$ cat config.mk
export PLATFORM = sky130hd
export DESIGN_NAME = fetch_rename
export DESIGN_NICKNAME = d
export VERILOG_FILES = /design/src/rtl/fr_pkg.sv /design/src/rtl/fr_decode.sv /design/src/rtl/fr_btb.sv /design/src/rtl/fr_rename.sv /design/src/rtl/fetch_rename.sv
export SDC_FILE = /design/constraint.sdc
export NUM_CORES = 1
export LEC_CHECK = 0
export BUFFER_PORTS_ARGS = -buffer_cell sky130_fd_sc_hd__buf_2
export CAP_MARGIN = 40
export CORE_MARGIN = 1
export CORE_UTILIZATION = 40
export CTS_BUF_LIST = sky130_fd_sc_hd__clkbuf_16
export DETAILED_ROUTE_END_ITERATION = 16
export GPL_TIMING_DRIVEN = 1
export PLACE_DENSITY = 0.65
export SYNTH_ARGS = -nofsm -noshare
export SYNTH_HDL_FRONTEND = slang
export SYNTH_SLANG_ARGS = --single-unit
$ cat constraint.sdc
create_clock -name clk_i -period 2.68 [get_ports clk_i]
set_input_delay 0.402 -clock clk_i [delete_from_list [all_inputs] [get_ports clk_i]]
set_output_delay 0.402 -clock clk_i [all_outputs]
set_load 0.01 [all_outputs]
$ cat src/rtl/fr_pkg.sv
package fr_pkg;
  localparam int OPC_W = 4;

  localparam logic [OPC_W-1:0] OPC_LDC    = 4'h0;
  localparam logic [OPC_W-1:0] OPC_LDPC   = 4'h1;
  localparam logic [OPC_W-1:0] OPC_ALU_LO = 4'h2;
  localparam logic [OPC_W-1:0] OPC_ALU_HI = 4'h7;
  localparam logic [OPC_W-1:0] OPC_JZ     = 4'h8;
  localparam logic [OPC_W-1:0] OPC_LD     = 4'h9;
  localparam logic [OPC_W-1:0] OPC_ST     = 4'hA;

  typedef struct packed {
    logic use_s1;
    logic use_s2;
    logic wr_reg;
    logic alloc;
    logic is_jz;
    logic is_mem;
    logic val_imm;
    logic val_pc;
  } dec_t;
endpackage

$ cat src/rtl/fr_decode.sv
module fr_decode
  import fr_pkg::*;
(
  input  logic [OPC_W-1:0] opc_i,
  output dec_t             dec_o
);
  always_comb begin
    dec_o = '0;
    case (opc_i)
      OPC_LDC:  begin dec_o.wr_reg = 1'b1; dec_o.alloc = 1'b1; dec_o.val_imm = 1'b1; end
      OPC_LDPC: begin dec_o.wr_reg = 1'b1; dec_o.alloc = 1'b1; dec_o.val_pc = 1'b1; end
      OPC_JZ:   begin dec_o.use_s1 = 1'b1; dec_o.use_s2 = 1'b1; dec_o.is_jz = 1'b1; end
      OPC_LD:   begin
        dec_o.use_s1 = 1'b1; dec_o.wr_reg = 1'b1; dec_o.alloc = 1'b1; dec_o.is_mem = 1'b1;
      end
      OPC_ST:   begin
        dec_o.use_s1 = 1'b1; dec_o.use_s2 = 1'b1; dec_o.alloc = 1'b1; dec_o.is_mem = 1'b1;
      end
      default: begin
        if (opc_i >= OPC_ALU_LO && opc_i <= OPC_ALU_HI) begin
          dec_o.use_s1 = 1'b1; dec_o.use_s2 = 1'b1;
          dec_o.wr_reg = 1'b1; dec_o.alloc  = 1'b1;
        end
      end
    endcase
  end
endmodule

$ cat src/rtl/fr_btb.sv
module fr_btb #(
  parameter int DEPTH = 16,
  parameter int PC_W  = $clog2(DEPTH)
) (
  input  logic            clk_i,
  input  logic            rst_ni,
  input  logic            we_i,
  input  logic [PC_W-1:0] waddr_i,
  input  logic [PC_W-1:0] wdata_i,
  input  logic [PC_W-1:0] raddr_i,
  output logic [PC_W-1:0] rdata_o
);
  logic [PC_W-1:0] tgt_q [DEPTH];

  always_ff @(posedge clk_i or negedge rst_ni) begin
    if (!rst_ni) begin
      for (int i = 0; i < DEPTH; i++) tgt_q[i] <= '0;
    end else if (we_i) begin
      tgt_q[waddr_i] <= wdata_i;
    end
  end

  assign rdata_o = tgt_q[raddr_i];
endmodule

$ cat src/rtl/fr_rename.sv
module fr_rename #(
  parameter int NREG   = 8,
  parameter int NTAG   = 8,
  parameter int DATA_W = 16,
  parameter int NRD    = 2,
  localparam int RW    = $clog2(NREG),
  localparam int TAG_W = $clog2(NTAG)
) (
  input  logic                       clk_i,
  input  logic                       rst_ni,
  input  logic [NRD-1:0][RW-1:0]     rd_reg_i,
  input  logic [NRD-1:0][DATA_W-1:0] rf_data_i,
  output logic [NRD-1:0]             rd_rdy_o,
  output logic [NRD-1:0][DATA_W-1:0] rd_val_o,
  input  logic                       wr_en_i,
  input  logic [RW-1:0]              wr_reg_i,
  input  logic [TAG_W-1:0]           wr_tag_i,
  input  logic                       cmt_vld_i,
  input  logic [RW-1:0]              cmt_reg_i,
  input  logic [TAG_W-1:0]           cmt_tag_i,
  input  logic [DATA_W-1:0]          cmt_data_i
);
  logic [NREG-1:0]  map_vld_q;
  logic [TAG_W-1:0] map_tag_q [NREG];
  logic             cmt_hit;

  assign cmt_hit = cmt_vld_i && map_vld_q[cmt_reg_i] && (map_tag_q[cmt_reg_i] == cmt_tag_i);

  always_ff @(posedge clk_i or negedge rst_ni) begin
    if (!rst_ni) begin
      map_vld_q <= '0;
      for (int r = 0; r < NREG; r++) map_tag_q[r] <= '0;
    end else begin
      for (int r = 0; r < NREG; r++) begin
        if (wr_en_i && wr_reg_i == RW'(r)) begin
          map_vld_q[r] <= 1'b1;
          map_tag_q[r] <= wr_tag_i;
        end else if (cmt_hit && cmt_reg_i == RW'(r)) begin
          map_vld_q[r] <= 1'b0;
        end
      end
    end
  end

  for (genvar p = 0; p < NRD; p++) begin : g_lookup
    always_comb begin
      if (cmt_hit && cmt_reg_i == rd_reg_i[p]) begin
        rd_rdy_o[p] = 1'b1;
        rd_val_o[p] = cmt_data_i;          // retiring this cycle
      end else if (map_vld_q[rd_reg_i[p]]) begin
        rd_rdy_o[p] = 1'b0;
        rd_val_o[p] = DATA_W'(map_tag_q[rd_reg_i[p]]);
      end else begin
        rd_rdy_o[p] = 1'b1;
        rd_val_o[p] = rf_data_i[p];
      end
    end
  end
endmodule

$ cat src/rtl/fetch_rename.sv
module fetch_rename
  import fr_pkg::*;
#(
  parameter int IMEM_DEPTH = 16,
  parameter int NREG       = 8,
  parameter int NTAG       = 8,
  parameter int DATA_W     = 16,
  parameter int INSTR_W    = 16,
  localparam int PC_W      = $clog2(IMEM_DEPTH),
  localparam int RW        = $clog2(NREG),
  localparam int TAG_W     = $clog2(NTAG),
  localparam int IMM_W     = INSTR_W - OPC_W - RW
) (
  input  logic               clk_i,
  input  logic               rst_ni,
  input  logic [INSTR_W-1:0] instr_i,
  input  logic               rob_full_i,
  input  logic               btb_we_i,
  input  logic [PC_W-1:0]    btb_waddr_i,
  input  logic [PC_W-1:0]    btb_wdata_i,
  input  logic [DATA_W-1:0]  rf_rdata1_i,
  input  logic [DATA_W-1:0]  rf_rdata2_i,
  input  logic               cmt_valid_i,
  input  logic [RW-1:0]      cmt_reg_i,
  input  logic [TAG_W-1:0]   cmt_tag_i,
  input  logic [DATA_W-1:0]  cmt_data_i,
  output logic [PC_W-1:0]    pc_o,
  output logic [PC_W-1:0]    next_pc_o,
  output logic [RW-1:0]      rf_raddr1_o,
  output logic [RW-1:0]      rf_raddr2_o,
  output logic               out_valid_o,
  output logic [OPC_W-1:0]   ent_opc_o,
  output logic               ent_tag_vld_o,
  output logic [TAG_W-1:0]   ent_dst_tag_o,
  output logic               ent_wr_reg_o,
  output logic [RW-1:0]      ent_dst_reg_o,
  output logic               ent_val_rdy_o,
  output logic [DATA_W-1:0]  ent_val_o,
  output logic               ent_s1_rdy_o,
  output logic [DATA_W-1:0]  ent_s1_o,
  output logic               ent_s2_rdy_o,
  output logic [DATA_W-1:0]  ent_s2_o,
  output logic [PC_W-1:0]    ent_spc_o,
  output logic               ent_mem_pend_o
);
  localparam int NSRC = 2;

  logic [PC_W-1:0]  pc_q;
  logic [TAG_W-1:0] tag_q;
  logic             run_q;
  logic             fire;
  dec_t             dec;
  logic [PC_W-1:0]  btb_tgt;

  logic [OPC_W-1:0] f_opc;
  logic [RW-1:0]    f_rd;
  logic [IMM_W-1:0] f_imm;

  logic [NSRC-1:0][RW-1:0]     src_reg;
  logic [NSRC-1:0][DATA_W-1:0] src_rf;
  logic [NSRC-1:0]             lk_rdy;
  logic [NSRC-1:0][DATA_W-1:0] lk_val;
  logic [NSRC-1:0]             src_use;
  logic [NSRC-1:0]             s_rdy;
  logic [NSRC-1:0][DATA_W-1:0] s_val;

  assign f_opc = instr_i[INSTR_W-1 -: OPC_W];
  assign f_rd  = instr_i[INSTR_W-OPC_W-1 -: RW];
  assign f_imm = instr_i[IMM_W-1:0];
  assign src_reg[0] = instr_i[INSTR_W-OPC_W-RW-1 -: RW];
  assign src_reg[1] = instr_i[INSTR_W-OPC_W-2*RW-1 -: RW];
  assign src_rf[0]  = rf_rdata1_i;
  assign src_rf[1]  = rf_rdata2_i;

  fr_decode u_dec (.opc_i(f_opc), .dec_o(dec));

  fr_btb #(.DEPTH(IMEM_DEPTH)) u_btb (
    .clk_i, .rst_ni,
    .we_i(btb_we_i), .waddr_i(btb_waddr_i), .wdata_i(btb_wdata_i),
    .raddr_i(pc_q), .rdata_o(btb_tgt)
  );

  assign fire = run_q && !rob_full_i;

  fr_rename #(.NREG(NREG), .NTAG(NTAG), .DATA_W(DATA_W), .NRD(NSRC)) u_ren (
    .clk_i, .rst_ni,
    .rd_reg_i(src_reg), .rf_data_i(src_rf),
    .rd_rdy_o(lk_rdy), .rd_val_o(lk_val),
    .wr_en_i(fire && dec.wr_reg), .wr_reg_i(f_rd), .wr_tag_i(tag_q),
    .cmt_vld_i(cmt_valid_i), .cmt_reg_i(cmt_reg_i),
    .cmt_tag_i(cmt_tag_i), .cmt_data_i(cmt_data_i)
  );

  assign src_use = {dec.use_s2, dec.use_s1};
  for (genvar s = 0; s < NSRC; s++) begin : g_src
    assign s_rdy[s] = src_use[s] ? lk_rdy[s] : 1'b1;
    assign s_val[s] = src_use[s] ? lk_val[s] : '0;
  end

  assign next_pc_o = dec.is_jz ? btb_tgt : pc_q + PC_W'(1);

  always_ff @(posedge clk_i or negedge rst_ni) begin
    if (!rst_ni) begin
      pc_q  <= '0;
      tag_q <= '0;
      run_q <= 1'b0;
    end else begin
      run_q <= 1'b1;
      if (fire) begin
        pc_q <= next_pc_o;
        if (dec.alloc) tag_q <= tag_q + TAG_W'(1);
      end
    end
  end

  assign pc_o           = pc_q;
  assign rf_raddr1_o    = src_reg[0];
  assign rf_raddr2_o    = src_reg[1];
  assign out_valid_o    = fire;
  assign ent_opc_o      = f_opc;
  assign ent_tag_vld_o  = dec.alloc;
  assign ent_dst_tag_o  = tag_q;
  assign ent_wr_reg_o   = dec.wr_reg;
  assign ent_dst_reg_o  = f_rd;
  assign ent_val_rdy_o  = dec.val_imm || dec.val_pc;
  assign ent_val_o      = dec.val_imm ? DATA_W'(f_imm) :
                          dec.val_pc  ? DATA_W'(pc_q)  : '0;
  assign ent_s1_rdy_o   = s_rdy[0];
  assign ent_s1_o       = s_val[0];
  assign ent_s2_rdy_o   = s_rdy[1];
  assign ent_s2_o       = s_val[1];
  assign ent_spc_o      = dec.is_jz ? btb_tgt : '0;
  assign ent_mem_pend_o = dec.is_mem;
endmodule

==> reports/qor.yml, run 1 <==
cts_tree: "built"
vdd_ir_drop_max_mv: 0.4356
skew_ns: 0.01392
dpl.hpwl_um: 14730
postLayoutCoreUtil: 0.5346
power.switching_mw: 2.526
async_flop_share: 1.000
relSlewSlack: 0.6137
dpl_worst_slack_ns: -0.1048
core_area_um2: 15890
portBuffers: 158
rows: 46
cts_sinks: 104
cts_max_path_buffers: 2
min_path_type: "in2async"
power_frac_seq: 0.354
dieWidth_um: 129.4
drc_errors: 0
cp-start-kind: "flop"
end_kind: "output pin"
cp.arrival_ns: 2.45
io_pins: 166
fill_cells: 1371
cts_hold_buf: 0
synth_ff_type: "dfrtp_1"
grt_use_total: 0.2496
grt_pass1_vias: 5333
numCtsBuffers: 9
synth.top_cell.area_share: 0.4011
worstSetupPathType: "reg2out"
p_comb_frac: 0.447
dpl.cell_count: 901
pwr-share-clk: 0.199
area_growth_pct: 30.87
viasPerCell: 5.619
final_nets: 808
layout.cells.non_filler: 953
post-route-period-util: 1.065
routedWlPerCell_um: 21.46
rsz0062_at_grt: "yes"
p_int_mw: 4.690
synth_area_leader_cell: "dfrtp_1"
total_power_mw: 7.216
swShare: 0.3501
synth_area_per_cell_um2: 12.08
antenna_found_initial: 11
routabilityCongestion: 0.9843
clk_pin_slew_worst_paths_ns: 0.07
powerDensity_nw_per_um2: 849.8
path_max_fanout: 7
post-synth-top-count-cell: "dfrtp_1"
violations: "negative setup slack"
synth_commonest_cells: "104 x dfrtp_1, 94 x mux2_2, 40 x nand2_1"
tightest_slew_ns: 0.5795
required_ns: 2.28
syn-cell-area_um2: 6489
die_h_um: 129.4
insertion_delay_ns: 0.36
grt_max_degree: 105
wirelength_um: 20450
fmax_mhz: 350.3
ant_nets: 0
hold_viol_final: 0
leakage_nw: 3.897
initial_core_util: 0.4085
dr.first_iter.drc_count: 284
status: "finished, violations left"
setup_viol: 26
grt_pass1_wl_um: 30410
first_pass_iters: 4
root_buffer: "clkbuf_16"
grt.overflow.total: 0
drv_slew: 0
finalCriticalPeriod_ns: 2.854
synth_enable_flop_cells: 0
vias: 5355
drive_gt1_frac: 0.5687
yosys_warnings: 0
synth_area_leaders: "dfrtp_1 40%, mux2_2 16%, mux4_2 12%"
ys_ff_latch: 104
syn-instance-count: 537
drv.max_cap_violation_count: 0
dieArea_um2: 16740
htreeDepth: 3
yosysSeqAreaShare: 0.4011
setup_slack_ns: -0.1745
ys_types: 55
## power groups by stage
stage	logic [mW]	clock network (mW)	registers, mW
final	3.23	1.44	2.55
after global routing	3.46	1.53	2.61
after CTS	2.90	1.47	2.52
after detailed placement	2.61	0	2.55
after global placement	2.55	0	2.51
after floorplan	1.86	0	2.32
## placed cells by master, fill, tap and decap left out, drive strengths merged, types with 9 or more instances in the layout
master,netlist,layout
a22o,15,15
a32o,13,13
buf,39,221
clkbuf,15,11
dfrtp,104,104
diode,0,9
mux2,96,96
mux2i,29,29
mux4,34,34
nand2,40,40
nand2b,12,12
nor2,25,25
o21ai,12,12
## kinds of logic after synthesis
family | count (synthesis) | synth area share
AOI/OAI and AO/OA | 68 | 0.08523
xor gates and xnor gates | 14 | 0.02121
adders and majority gates | 2 | 0.003856
buffers and inverters | 59 | 0.05129
DFF | 104 | 0.4011
muxes | 159 | 0.3299
other | 2 | 0.001157
and+or+nand+nor | 129 | 0.1062
## final timing paths
path / cells past startpoint / end / start / slack, ns
min in group clk_i: 3 / u_ren.map_vld_q[6] / instr_i[11] / 0.44
max in group asynchronous: 2 / pc_o[2] / rst_ni / 2.12
worst max-delay path: 9 / ent_s1_o[9] / u_ren.map_tag_q[2] / -0.17
worst min-delay path: 2 / pc_o[3] / rst_ni / 0.07
worst max register to register: 9 / u_ren.map_vld_q[2] / u_ren.map_tag_q[2] / 0.37
worst min register to register: 1 / u_btb.tgt_q[46] / u_btb.tgt_q[46] / 0.50
## registers in the layout (all words and copies together), names as in the netlist
name             flops
run_q                1
u_btb.tgt_q         64
u_ren.map_vld_q      8
pc_o                 4
u_ren.map_tag_q     24
ent_dst_tag_o        3
## metal layers
layer | vias to the layer above | part of all wire | GRT usage
li1 | 2359 | - | -
met1 | 2658 | 0.39 | 0.2915
met2 | 268 | 0.49 | 0.4023
met3 | 66 | 0.069 | 0.07060
met4 | 4 | 0.052 | 0.1661
met5 | - | 0.0012 | 0
## stage by stage
stage / TNS [ns] / instance area [um^2] / hold WS [ns]
6_report: -2.125 / 8492 / 0.06617
5_1_grt: -6.269 / 8492 / 0.1409
4_1_cts: -3.636 / 8239 / 0.1292
3_5_place_dp: -1.573 / 7596 / 0.4889
3_3_place_gp: -0.9442 / 7596 / 0.4805
2_1_floorplan: 0 / 6511 / 0.1064
## worst max-delay path, cell delays in order (launching register included)
cell and delay [ns]:
dfrtp_1 0.40, mux2_2 0.29, o32ai_4 0.12, nor3_4 0.09, xor2_2 0.20, buf_4 0.16
nor4_4 0.30, buf_6 0.19, a22o_1 0.18, buf_2 0.15
## layout make-up
| type | instances | area [um^2] | share of cell area |
|---|---|---|---|
| diodes | 9 | 22.52 | 0.002652 |
| repair buffers | 223 | 1450 | 0.1708 |
| inverters | 5 | 18.77 | 0.002210 |
| flip-flops and latches | 104 | 2606 | 0.3069 |
| well taps | 216 | 270.3 | 0.03183 |
| multi-input cells | 380 | 3797 | 0.4472 |
| clock inverters | 7 | 101.3 | 0.01193 |
| clock buffers | 9 | 225.2 | 0.02652 |
## repair_timing
item	CTS	global route
setup buffers	14	10
pin swaps	15	15
resized for setup	31	37
endpoints found under the hold margin	0	0
endpoints found under the setup margin	41	38
cloned	3	1
Power figures use the tool's default switching activity.
==> run 2, diff against run 1 <==
--- a/config.mk
+++ b/config.mk
@@ -5,6 +5,7 @@
 export SDC_FILE = /design/constraint.sdc
 export NUM_CORES = 1
 export LEC_CHECK = 0
+export ABC_AREA = 1
 export BUFFER_PORTS_ARGS = -buffer_cell sky130_fd_sc_hd__buf_2
 export CAP_MARGIN = 40
 export CORE_MARGIN = 1
@@ -13,6 +14,7 @@
 export DETAILED_ROUTE_END_ITERATION = 16
 export GPL_TIMING_DRIVEN = 1
 export PLACE_DENSITY = 0.65
+export RECOVER_POWER = 100
 export SYNTH_ARGS = -nofsm -noshare
 export SYNTH_HDL_FRONTEND = slang
 export SYNTH_SLANG_ARGS = --single-unit
==> run 2 against run 1 <==
Net effect:
- clock skew is 0.0016 ns lower
- count of clock-buffer cells in the layout stayed put
- wire length is 1.9% lower
- sequential power is 9.0% lower
- the run ends with max-capacitance violations, max-slew violations left
- non-clock buffer count is 29 lower
- critical path depth is 5 higher
- worst hold slack better by 0.25 ns
- combinational power is 32% lower
- area after synthesis is 4.2% higher
- register-to-register slack better by 0.41 ns
==> reports/qor.yml, run 2 <==
vdd_ir_drop_max_mv: 0.4775  # +9.6%
yosys_warnings: 0  # unchanged
leakage_nw: 4.241  # +8.8%
synth_ff_type: "dfrtp_1"
initial_core_util: 0.4090  # +0.0005504
area_growth_pct: 19.62
antenna_found_initial: 0  # -11
rows: 47  # +2.2%
path_max_fanout: 12  # +5
synth_area_per_cell_um2: 6.568  # -46%
postLayoutCoreUtil: 0.4893  # -0.04529
fmax_mhz: 399.2  # +14%
dpl.cell_count: 1379  # +53%
largest-register: "u_btb.tgt_q"
grt_pass1_vias: 6354  # +19%
cts_max_path_buffers: 2  # unchanged
die_h_um: 132.0  # +2.0%
place_area_um2: 7721  # +1.6%
routedWlPerCell_um: 14.27  # -33%
synth.top_cell.area_share: 0.3850  # -0.01604
post-route-period-util: 0.9346  # -0.1305
grt_max_degree: 46  # -56%
yosysSeqAreaShare: 0.3850  # -0.01604
dr.first_iter.drc_count: 488  # +72%
whs_ns: 0.3129  # +0.2467 ns
violations: "max-capacitance violations, max-slew violations"
cts_tree: "built"
total_power_mw: 5.731  # -21%
cp-start-kind: "flop"
end_kind: "output pin"
first_pass_iters: 7  # +3
drc_errors: 0  # unchanged
syn-cell-area_um2: 6759  # +4.2%
dpl_worst_slack_ns: 0.01560  # +0.1204 ns
vias: 7000  # +31%
synth_area_leader_cell: "dfrtp_1"
portBuffers: 158  # unchanged
root_buffer: "clkbuf_16"
finalCriticalPeriod_ns: 2.505  # -0.3497 ns
min_path_type: "in2reg"
htreeDepth: 3  # unchanged
synth_commonest_cells: "354 x nand2_1, 160 x o21ai_0, 108 x nor2_1"
syn-instance-count: 1029  # +92%
drv_slew: 41  # +41
tightest_slew_ns: 2.246  # +1.666 ns
grt.overflow.total: 0  # unchanged
layout.cells.non_filler: 1406  # +48%
dieArea_um2: 17420  # +4.1%
viasPerCell: 4.979  # -11%
ys_ff_latch: 104  # unchanged
synth_area_leaders: "dfrtp_1 39%, nand2_1 20%, o21ai_0 12%"
clk_pin_slew_worst_paths_ns: 0.07  # about the same
grt_use_total: 0.2305  # -0.01911
ant_nets: 0  # unchanged
required_ns: 2.28  # about the same
io_pins: 166  # unchanged
worstSetupPathType: "reg2out"
dpl.hpwl_um: 14690  # -0.26%
wirelength_um: 20070  # -1.9%
post-synth-top-count-cell: "nand2_1"
cp.arrival_ns: 2.10  # -0.35 ns
routabilityCongestion: 0.9284  # -5.7%
status: "finished, violations left"
skew_ns: 0.01233  # -0.001592 ns
layout_common_cells: "354 x nand2_1, 160 x o21ai_0, 123 x buf_2, 106 x nor2_1, 104 x dfrtp_1"
drv.max_cap_violation_count: 1  # +1
numCtsBuffers: 9  # unchanged
antenna_cells: 0  # -9
reg_top3: "u_btb.tgt_q (64), u_ren.map_tag_q (24), u_ren.map_vld_q (8)"
synth_enable_flop_cells: 0  # unchanged
drive_gt1_frac: 0.1594  # -0.4093
largest_register_ff_count: 64  # unchanged
postLayoutCellArea_um2: 8085  # -4.8%
cts_sinks: 104  # unchanged
final_common_cell: "nand2_1"
insertion_delay_ns: 0.36  # about the same
setup_viol: 0  # -100%
final_nets: 1266  # +57%
powerDensity_nw_per_um2: 708.8  # -17%
dieWidth_um: 132.0  # +2.0%
setup_tns_ns: 0  # +2.125 ns
grt_pass1_wl_um: 32330  # +6.3%
cts_hold_buf: 0  # unchanged
ys_types: 30  # -45%
core_area_um2: 16520  # +4.0%
setup_slack_ns: 0.1752  # +0.3497 ns
hold_viol_final: 0  # unchanged
async_flop_share: 1.000  # unchanged
relSlewSlack: -0.4972  # -1.111
## run 2: path summary, 6_finish.rpt
| kind | depth (start not counted) | startpoint | slack, ns | to |
|---|---|---|---|---|
| max in group asynchronous | 2 | rst_ni | 0.51 | u_btb.tgt_q[1] |
| worst min register to register | 2 | u_btb.tgt_q[58] | 0.48 | u_btb.tgt_q[58] |
| worst min-delay path | 3 | rob_full_i | 0.31 | pc_o[0] |
| worst max-delay path | 14 | u_ren.map_tag_q[7] | 0.18 | ent_s1_o[15] |
| worst max register to register | 13 | u_ren.map_tag_q[7] | 0.78 | u_ren.map_vld_q[7] |
| min in group asynchronous | 1 | rst_ni | 0.71 | pc_o[2] |
## run 2: metal layers
layer / share of wire / GRT usage
met3: 0.056 / 0.04268
met4: 0.013 / 0.05814
met5: 0 / 0
met2: 0.49 / 0.3907
met1: 0.44 / 0.3024
## run 2: worst max-delay path, stage by stage, from the launching register on
cell     delay, ns
dfrtp_1       0.43
nand2_1       0.07
nand2_1       0.07
nand2_1       0.04
nand3_1       0.07
nand2_1       0.07
nand2_1       0.06
nand2_1       0.08
nor2_4        0.17
buf_8         0.16
nand3_4       0.15
nand2_1       0.10
inv_1         0.04
nor2_1        0.10
buf_2         0.14
## run 2: kinds of logic after synthesis
kind of cell | synth area share
AO/OA/AOI/OAI | 0.1766
XOR/XNOR | 0.007775
adder cells (fa/ha/maj) | 0.003702
buffers and inverters | 0.1085
flip-flops | 0.3850
other | 0.001111
AND/OR/NAND/NOR | 0.3173
## run 2: power by group
part           total, mW  leakage, nW  internal (mW)  switching (mW)
clock               1.23        0.140          0.632           0.594
sequential          2.32         1.30           1.99           0.330
combinational       2.19         2.80          0.821            1.37
total               5.73         4.24           3.44            2.29
## run 2: repair_timing
action,4_1_cts,5_1_grt
resized for setup,0,17
endpoints found under the hold margin,0,0
setup endpoints to repair,0,34
setup buffers,0,7
## run 2: layout make-up
class	count	area [um^2]
well taps	220	275.3
repair inverters	1	7.507
clock buffers	9	225.2
fillers	1793	8439
inverters	95	366.6
clock inverters	7	46.29
multi-input cells	776	3496
repair buffers	194	1066
flip-flops and latches	104	2603
==> run 3, diff against run 2 <==
--- a/config.mk
+++ b/config.mk
@@ -6,14 +6,13 @@
 export NUM_CORES = 1
 export LEC_CHECK = 0
 export ABC_AREA = 1
-export BUFFER_PORTS_ARGS = -buffer_cell sky130_fd_sc_hd__buf_2
 export CAP_MARGIN = 40
 export CORE_MARGIN = 1
 export CORE_UTILIZATION = 40
 export CTS_BUF_LIST = sky130_fd_sc_hd__clkbuf_16
 export DETAILED_ROUTE_END_ITERATION = 16
+export DONT_BUFFER_PORTS = 1
 export GPL_TIMING_DRIVEN = 1
-export PLACE_DENSITY = 0.65
 export RECOVER_POWER = 100
 export SYNTH_ARGS = -nofsm -noshare
 export SYNTH_HDL_FRONTEND = slang
==> constraint.sdc (replaced) <==
create_clock -name clk_i -period 2.7 [get_ports clk_i]
set_input_delay 0.405 -clock clk_i [delete_from_list [all_inputs] [get_ports clk_i]]
set_output_delay 0.405 -clock clk_i [all_outputs]
set_load 0.01 [all_outputs]
==> run 3 against run 2 <==
Net effect:
- the flow finishes with violations (negative hold slack)
- wire length is 0.71% lower
- sequential power is essentially flat
- global-route usage is 0.22 points lower
- die area stayed put
- total power decreased by 2.1%
- clock power is 15% higher
- register-to-register slack worse by 0.13 ns
- combinational power decreased by 15%
- non-clock buffer count shrank 172
- sequential share of layout area rose by 3.5 points
- count of clock-buffer cells in the layout unchanged
==> reports/qor.yml, run 3 (synthesized netlist as in run 2, its figures left out) <==
layout_common_cells: "352 x nand2_1, 160 x o21ai_0, 102 x dfrtp_1, 89 x nor2_1, 84 x inv_1"
post-route-period-util: 0.9499
postLayoutCellArea_um2: 7310  # -9.6%
drv_slew: 0  # -100%
htreeDepth: 3  # unchanged
insertion_delay_ns: 0.35  # about the same
dpl.cell_count: 1208  # -12%
largest_register_ff_count: 64  # unchanged
rr_worst_depth: 10  # -3
wirelength_um: 19920  # -0.71%
route.met2.wl_um: 9605  # -1.7%
worstSetupPathType: "reg2out"
cp-start-kind: "flop"
violations: "negative hold slack"
grt.overflow.total: 0  # unchanged
path_cells: "nand2_1 > nand2_1 > nand2_1 > nand3_2 > nand2_2 > nand2_1 > nand2_2 > nor2_4 > buf_4 > nand3_4 > nand2_1 > nand2_1 > nor2_2"
slowest_delay_ns: 0.41  # -0.02 ns
total_power_mw: 5.612  # -2.1%
numCtsBuffers: 9  # unchanged
cts_tree: "built"
reg_top3: "u_btb.tgt_q (64), u_ren.map_tag_q (24), u_ren.map_vld_q (8)"
hold_viol_final: 104  # +104
leakage_nw: 3.628  # -14%
grt_pass1_vias: 5853  # -7.9%
portBuffers: 0  # -100%
whs_ns: -0.2518  # -0.5647 ns
path_max_fanout: 12  # unchanged
postLayoutCoreUtil: 0.4423  # -0.04695
grt_use_total: 0.2283  # -0.002202
vias: 6500  # -7.1%
drv.max_cap_violation_count: 0  # -1
dr.first_iter.drc_count: 622  # +27%
clk_pin_slew_worst_paths_ns: 0.07  # about the same
final_nets: 1092  # -14%
antenna_cells: 0  # unchanged
grt_max_degree: 105  # +130%
finalCriticalPeriod_ns: 2.565
tightest_slew_ns: 0.7979  # -1.448 ns
grt_pass1_wl_um: 31690  # -2.0%
fill_cells: 1743  # -2.8%
r2r_setup_slack_ns: 0.65  # -0.13 ns
powerDensity_nw_per_um2: 767.8  # +8.3%
rows: 47  # unchanged
fmax_mhz: 389.9
relSlewSlack: 0.4640  # +0.9611
ant_nets: 0  # unchanged
area_growth_pct: 8.145
antenna_found_initial: 0  # unchanged
min_path_type: "in2async"
crit_path_frequent_cell: "nand2_1"
viasPerCell: 5.276  # +6.0%
place_area_um2: 6818  # -12%
first_pass_iters: 5  # -2
cp.depth: 13  # -1
skew_ns: 0.008823  # -0.003508 ns
routabilityCongestion: 0.8957  # -3.5%
dieWidth_um: 132.0  # unchanged
vdd_ir_drop_max_mv: 0.4785  # +0.20%
final_common_cell: "nand2_1"
layout.cells.non_filler: 1232  # -12%
route.met3.wl_um: 1123  # -0.44%
drc_errors: 0  # unchanged
setup_viol: 0  # unchanged
maxUsedRoutingLayer: "met4"
cp.arrival_ns: 2.16  # +0.06 ns
required_ns: 2.30  # +0.02 ns
setup_tns_ns: 0  # unchanged
dpl.hpwl_um: 14020  # -4.5%
largest-register: "u_btb.tgt_q"
drive_gt1_frac: 0.06917  # -0.09019
io_pins: 166  # unchanged
root_buffer: "clkbuf_16"
core_area_um2: 16520  # unchanged
slowest_stage: "dfrtp_1"
drt-met1-wl_um: 8704  # -2.3%
routedWlPerCell_um: 16.17  # +13%
reg2reg_from: "pc_o[0]"
cts_sinks: 104  # unchanged
dieArea_um2: 17420  # unchanged
status: "finished, violations left"
end_kind: "output pin"
regToRegEndpoint: "pc_o[3]"
crit_path_end: "ent_s1_o[4]"
startpoint: "u_ren.map_tag_q[22]"
cts_max_path_buffers: 2  # unchanged
crit_family: "simple AND/OR/NAND/NOR gates"
initial_core_util: 0.4090  # unchanged
crit_buf_inv: 1  # -2
die_h_um: 132.0  # unchanged
==> run 3: worst min path at each step <==
stage                       from                  end  cells past startpoint
after floorplan           rst_ni     ent_dst_tag_o[0]                      0
after global placement    rst_ni  u_ren.map_tag_q[12]                      0
after detailed placement  rst_ni   u_ren.map_vld_q[3]                      0
after CTS                 rst_ni     ent_dst_tag_o[1]                      0
after global routing      rst_ni  u_ren.map_tag_q[15]                      0
final                     rst_ni  u_ren.map_tag_q[12]                      0
==> run 3: area by class of cell <==
type | count | area, um^2 | area share
Multi-Input combinational cell | 775 | 3543 | 0.4848
Timing Repair Buffer | 22 | 210.2 | 0.02876
Sequential cell | 104 | 2605 | 0.3564
Clock inverter | 7 | 93.84 | 0.01284
Clock buffer | 9 | 225.2 | 0.03081
Inverter | 95 | 356.6 | 0.04878
Tap cell | 220 | 275.3 | 0.03766
==> run 3: worst reg2reg max path, stage by stage (launching register included) <==
cell and delay [ns]:
dfrtp_1 0.36, clkinv_1 0.14, buf_12 0.21, o21ai_0 0.44, o211ai_1 0.15, nand2_1 0.13
nand2_1 0.06, nand3_1 0.11, nand2_1 0.13, nand2_1 0.07, o21ai_0 0.10
==> run 3: through the flow <==
stage	setup slack (ns)	hold slack, ns
after floorplan	0.4660	0.1094
after global placement	0.1575	0.1124
after detailed placement	0.1242	0.1122
after CTS	0.01082	-0.2658
after global routing	-0.03320	-0.2767
final	0.1353	-0.2518
==> run 3: power by group <==
group          total, mW  switching (mW)  internal (mW)
Clock               1.41           0.593          0.813
Combinational       1.86            1.21          0.651
Sequential          2.35           0.374           1.97
Total               5.61            2.17           3.44
==> run 3: repair_timing <==
| item | in CTS | in global routing |
|---|---|---|
| setup endpoints to repair | 1 | 32 |
| pin swaps | 0 | 5 |
| gates cloned | 0 | 3 |
| hold endpoints to repair | 104 | 104 |
| resized for setup | 1 | 29 |
| buffers inserted | 0 | 5 |
==> run 3: routing by layer <==
metal	global-route usage	up-vias
li1	-	3244
met1	0.3000	3004
met2	0.3815	220
met3	0.04075	32
met4	0.07106	0
met5	0	-
